$ cat config.mk
export PLATFORM = sky130hd
export DESIGN_NAME = col_serializer
export DESIGN_NICKNAME = d
export VERILOG_FILES = /design/src/rtl/col_serializer.sv
export SDC_FILE = /design/constraint.sdc
export NUM_CORES = 1
export LEC_CHECK = 0
export ABC_AREA = 1
export BUFFER_PORTS_ARGS = -buffer_cell sky130_fd_sc_hd__buf_4
export CAP_MARGIN = 40
export CORE_MARGIN = 3
export CORE_UTILIZATION = 28
export CTS_CLUSTER_DIAMETER = 60
export DETAILED_ROUTE_END_ITERATION = 16
export GPL_TIMING_DRIVEN = 0
export SYNTH_ARGS = -nofsm -noshare
export SYNTH_HDL_FRONTEND = slang
export SYNTH_SLANG_ARGS = --single-unit
$ cat constraint.sdc
create_clock -name clk -period 2.39 [get_ports clk]
set_clock_uncertainty 0.1 [all_clocks]
set_input_delay 0.478 -clock clk [delete_from_list [all_inputs] [get_ports clk]]
set_output_delay 0.478 -clock clk [all_outputs]
set_load 0.03 [all_outputs]
$ cat src/rtl/col_serializer.sv
module col_serializer #(
  parameter int LANES  = 16,
  parameter int LANE_W = 8
) (
  input  logic                     clk,
  input  logic                     rst_n,
  input  logic                     row_load,
  input  logic                     first_row,
  input  logic                     last_row,
  input  logic                     appended_row,
  input  logic [LANES*LANE_W-1:0]  row_data,
  input  logic [LANES*LANE_W-1:0]  disable_mask,
  input  logic [LANES*LANE_W-1:0]  pattern,
  input  logic                     pattern_only,
  input  logic                     line_marker,
  input  logic                     marker_mode,
  input  logic                     sync_req,
  output logic [LANES-1:0]         dout,
  output logic                     dclk,
  output logic                     marker_d
);
  localparam int COLS  = LANES * LANE_W;
  localparam int CNT_W = $clog2(LANE_W) + 1;
  localparam logic [CNT_W-1:0] CNT_LAST = CNT_W'(2 * LANE_W - 1);
  localparam logic [CNT_W-2:0] BIT_LAST = (CNT_W-1)'(LANE_W - 1);

  logic [COLS-1:0]  shadow;
  logic [COLS-1:0]  load_val;
  logic [CNT_W-1:0] cnt;
  logic             active;
  logic             row_last;
  logic             armed;
  logic             req_seen;
  logic             use_pat;
  logic             frame_go;
  logic             last_bit;

  assign use_pat  = pattern_only | (line_marker & appended_row);
  assign load_val = use_pat ? pattern : (row_data & ~disable_mask);
  assign frame_go = row_load & first_row;

  always_ff @(posedge clk or negedge rst_n) begin
    if (!rst_n) begin
      shadow   <= '0;
      cnt      <= '0;
      active   <= 1'b0;
      row_last <= 1'b0;
    end else if (row_load) begin
      shadow   <= load_val;
      cnt      <= '0;
      active   <= 1'b1;
      row_last <= last_row;
    end else if (active) begin
      cnt <= cnt + 1'b1;
      if (cnt[0]) begin
        for (int k = 0; k < LANES; k++)
          shadow[k*LANE_W +: LANE_W] <= {shadow[k*LANE_W +: LANE_W-1], 1'b0};
      end
      if (cnt == CNT_LAST)
        active <= 1'b0;
    end
  end

  always_ff @(posedge clk or negedge rst_n) begin
    if (!rst_n) begin
      armed    <= 1'b0;
      req_seen <= 1'b0;
    end else if (frame_go) begin
      armed    <= req_seen | sync_req;
      req_seen <= 1'b0;
    end else begin
      req_seen <= req_seen | sync_req;
    end
  end

  genvar g;
  generate
    for (g = 0; g < LANES; g++) begin : g_lane
      assign dout[g] = shadow[g*LANE_W + LANE_W - 1];
    end
  endgenerate

  assign dclk     = active & cnt[0];
  assign last_bit = active & row_last & (cnt[CNT_W-1:1] == BIT_LAST);
  assign marker_d = armed & sync_req & (marker_mode ? dclk : last_bit);
endmodule

==> impl_metrics.env <==
export IMPL_grt_overflow=0
export IMPL_status="finished, final reports clean"
export IMPL_rr_worst_depth=7
export IMPL_seqPwrFrac=0.384
export IMPL_cts_buffers=17
export IMPL_hp_class="in2reg"
export IMPL_grt_pass1_wl_um=49600
export IMPL_p_per_area_nw_per_um2=539
export IMPL_finalMaxSlewViolations=0
export IMPL_core_um2=31700
export IMPL_fillers=3392
export IMPL_insertion_delay_ns=0.41
export IMPL_worstPathRequired_ns=1.81
export IMPL_ys_seq_elements=136
export IMPL_routed_wl_um=32900
export IMPL_setup_viol=0
export IMPL_antenna_cells=0
export IMPL_p_int_mw=4.97
export IMPL_crit_slowest_cell="dfrtp_1"
export IMPL_grt_pass1_vias=9869
export IMPL_cts_tree="done"
export IMPL_port_buffers=411
export IMPL_cp_max_fo=17
export IMPL_crit_top_cell="buf_6"
export IMPL_fmax_mhz=478
export IMPL_firstDrtPassIters=5
export IMPL_vias_per_cell=4.55
export IMPL_grt_usage=0.183
export IMPL_synth_avg_cell_area_um2=6.46
export IMPL_power_frac_clock=0.357
export IMPL_final_cells=2248
export IMPL_clkTransAtPathRegs_ns=0.06
export IMPL_r2r_slack_ns=0.79
export IMPL_grt_max_degree=77
export IMPL_crit_path_max_incr_delay_ns=0.37
export IMPL_multi_input_area_um2=4100
export IMPL_crit_buf_inv=4
export IMPL_layout_area_overhead_vs_synth_pct=46.3
export IMPL_clock_path_buffers=2
export IMPL_switching_share=0.304
export IMPL_slew_headroom=0.593
export IMPL_ys_seq_area_frac=0.376
export IMPL_path_cells="buf_6 -> nand2_8 -> buf_6 -> inv_1 -> buf_4"
export IMPL_worstMarginPinSlew_ns=0.610
export IMPL_layout_common_cells="buf_4 (430), nand2_1 (280), inv_1 (245)"
export IMPL_rr_startpoint="active$_DFF_PN0_"
export IMPL_period_share=0.876
export IMPL_initial_core_util=0.286
export IMPL_gp_congestion=0.840
export IMPL_min_from="first_row"
export IMPL_cts_resized=0
export IMPL_end_kind="output pin"
export IMPL_synth_cells=1402
export IMPL_dp_hpwl_um=26100
export IMPL_vias=10219
export IMPL_crit_type="reg2out"
export IMPL_wl_per_cell_um=14.6
export IMPL_ir_drop_v=0.000444
export IMPL_combPwrFrac=0.259
export IMPL_seqCellArea_um2=3400
export IMPL_finalHoldViolations=0
export IMPL_fin_tns_setup_ns=0
export IMPL_syn_nets=1797
export IMPL_cts_root_buf="clkbuf_16"
export IMPL_crit_arrival_ns=1.52
export IMPL_drtIter0Drc=500
export IMPL_drive_above_1_share=0.291
export IMPL_holdPathEnd="req_seen$_DFF_PN0_"
export IMPL_antenna_left=0
export IMPL_rsz0062_at_grt="false"
export IMPL_whs_ns=0.150
export IMPL_io_pins=412
export IMPL_core_rowCount=65
export IMPL_nNetsFinal=2228
export IMPL_min_path_cells=2
export IMPL_layout_commonest_cell="buf_4"
export IMPL_worstReg2RegEnd="shadow[56]$_DFFE_PN0P_"
export IMPL_p_sw_mw=2.18
export IMPL_startpoint_type="flip-flop"
export IMPL_netlist_area_um2=9060
export IMPL_cp_top_family="buffers and inverters"
export IMPL_die_y_um=186
export IMPL_dp_cells=2216
export IMPL_timing_final_ws_setup_ns=0.297
export IMPL_cts_setup_buffers=0
export IMPL_yosysWarningCount=0
export IMPL_drc=0
export IMPL_cap_violations=0
export IMPL_synth_distinct_cells=24
export IMPL_die_x_um=186
export IMPL_cts_num_sinks=136
export IMPL_p_leak_nw=7.39
export IMPL_min_period_ns=2.09
export IMPL_dieArea_um2=34600
export IMPL_antenna_found_initial=2
export IMPL_place_ws_ns=0.295
export IMPL_h_tree_depth=4
kinds of logic (layout without fill, tap and decap cells):
| logic type | after synthesis | after routing | synth area share |
|---|---|---|---|
| buf+inv | 355 | 799 | 0.172 |
| flops | 136 | 136 | 0.376 |
| compound gates | 247 | 247 | 0.141 |
| simple gates | 663 | 663 | 0.310 |
| fa+ha+maj | 1 | 1 | 0.00138 |
registers in the layout, summed over array words and instances, names as in the netlist:
name      count
shadow      128
cnt           4
active        1
armed         1
req_seen      1
row_last      1
cell usage after synthesis, drive strengths merged:
master | n | area, um2
nand2 | 284 | 1090
inv | 247 | 927
nand3 | 227 | 1140
nor2 | 149 | 559
dfrtp | 136 | 3400
o21ai | 128 | 641
a21oi | 117 | 623
buf | 82 | 532
clkbuf | 26 | 97.6
a31oi | 1 | 6.26
a41oi | 1 | 8.76
ha | 1 | 12.5
nand4 | 1 | 6.26
nor3 | 1 | 5.00
nor3b | 1 | 7.51
cell type report:
class                           count  area share
Multi-Input combinational cell    911       0.309
Sequential cell                   136       0.257
Timing Repair Buffer              413       0.236
Inverter                          247      0.0700
Buffer                            107      0.0472
Tap cell                          402      0.0380
Clock buffer                       20      0.0337
Clock inverter                     12     0.00897
what timing repair did:
action,CTS,global route
hold buffers,1,0
hold endpoints to repair,60,0
endpoints found under the setup margin,0,1
power by group through the flow:
stage	registers (mW)	clock network [mW]	logic, mW
after floorplan	2.74	0	0.987
after global placement	2.78	0	1.83
after detailed placement	2.78	0	1.87
after CTS	2.74	2.62	1.88
after global routing	2.78	2.74	2.08
final	2.74	2.55	1.85
stage by stage:
step / utilization / power, mW / area (um2)
after floorplan: - / 3.73 / 9060
after global placement: 0.399 / 4.61 / 12600
after detailed placement: 0.400 / 4.66 / 12700
after CTS: 0.418 / 7.25 / 13300
after global routing: 0.418 / 7.60 / 13300
final: 0.418 / 7.15 / 13300
routing by layer:
| metal | up-vias | GRT usage | share of wire |
|---|---|---|---|
| met5 | - | 0 | 0.00040 |
| met4 | 2 | 0.0426 | 0.016 |
| met3 | 28 | 0.0420 | 0.068 |
| met2 | 340 | 0.329 | 0.50 |
| met1 | 4615 | 0.222 | 0.42 |
| li1 | 5234 | - | - |
worst max-delay path by stage:
| stage | cells after the start | from | slack (ns) | end |
|---|---|---|---|---|
| 6_report | 5 | active$_DFF_PN0_ | 0.30 | dclk |
| 5_1_grt | 6 | active$_DFF_PN0_ | 0.18 | marker_d |
| 4_1_cts | 7 | active$_DFF_PN0_ | 0.02 | marker_d |
| 3_5_place_dp | 8 | appended_row | 0.30 | shadow[64]$_DFFE_PN0P_ |
| 3_3_place_gp | 1 | rst_n | 0.13 | shadow[36]$_DFFE_PN0P_ |
| 2_1_floorplan | 5 | cnt[0]$_DFFE_PN0P_ | 0.51 | marker_d |
(Power assumes the default switching activity.)
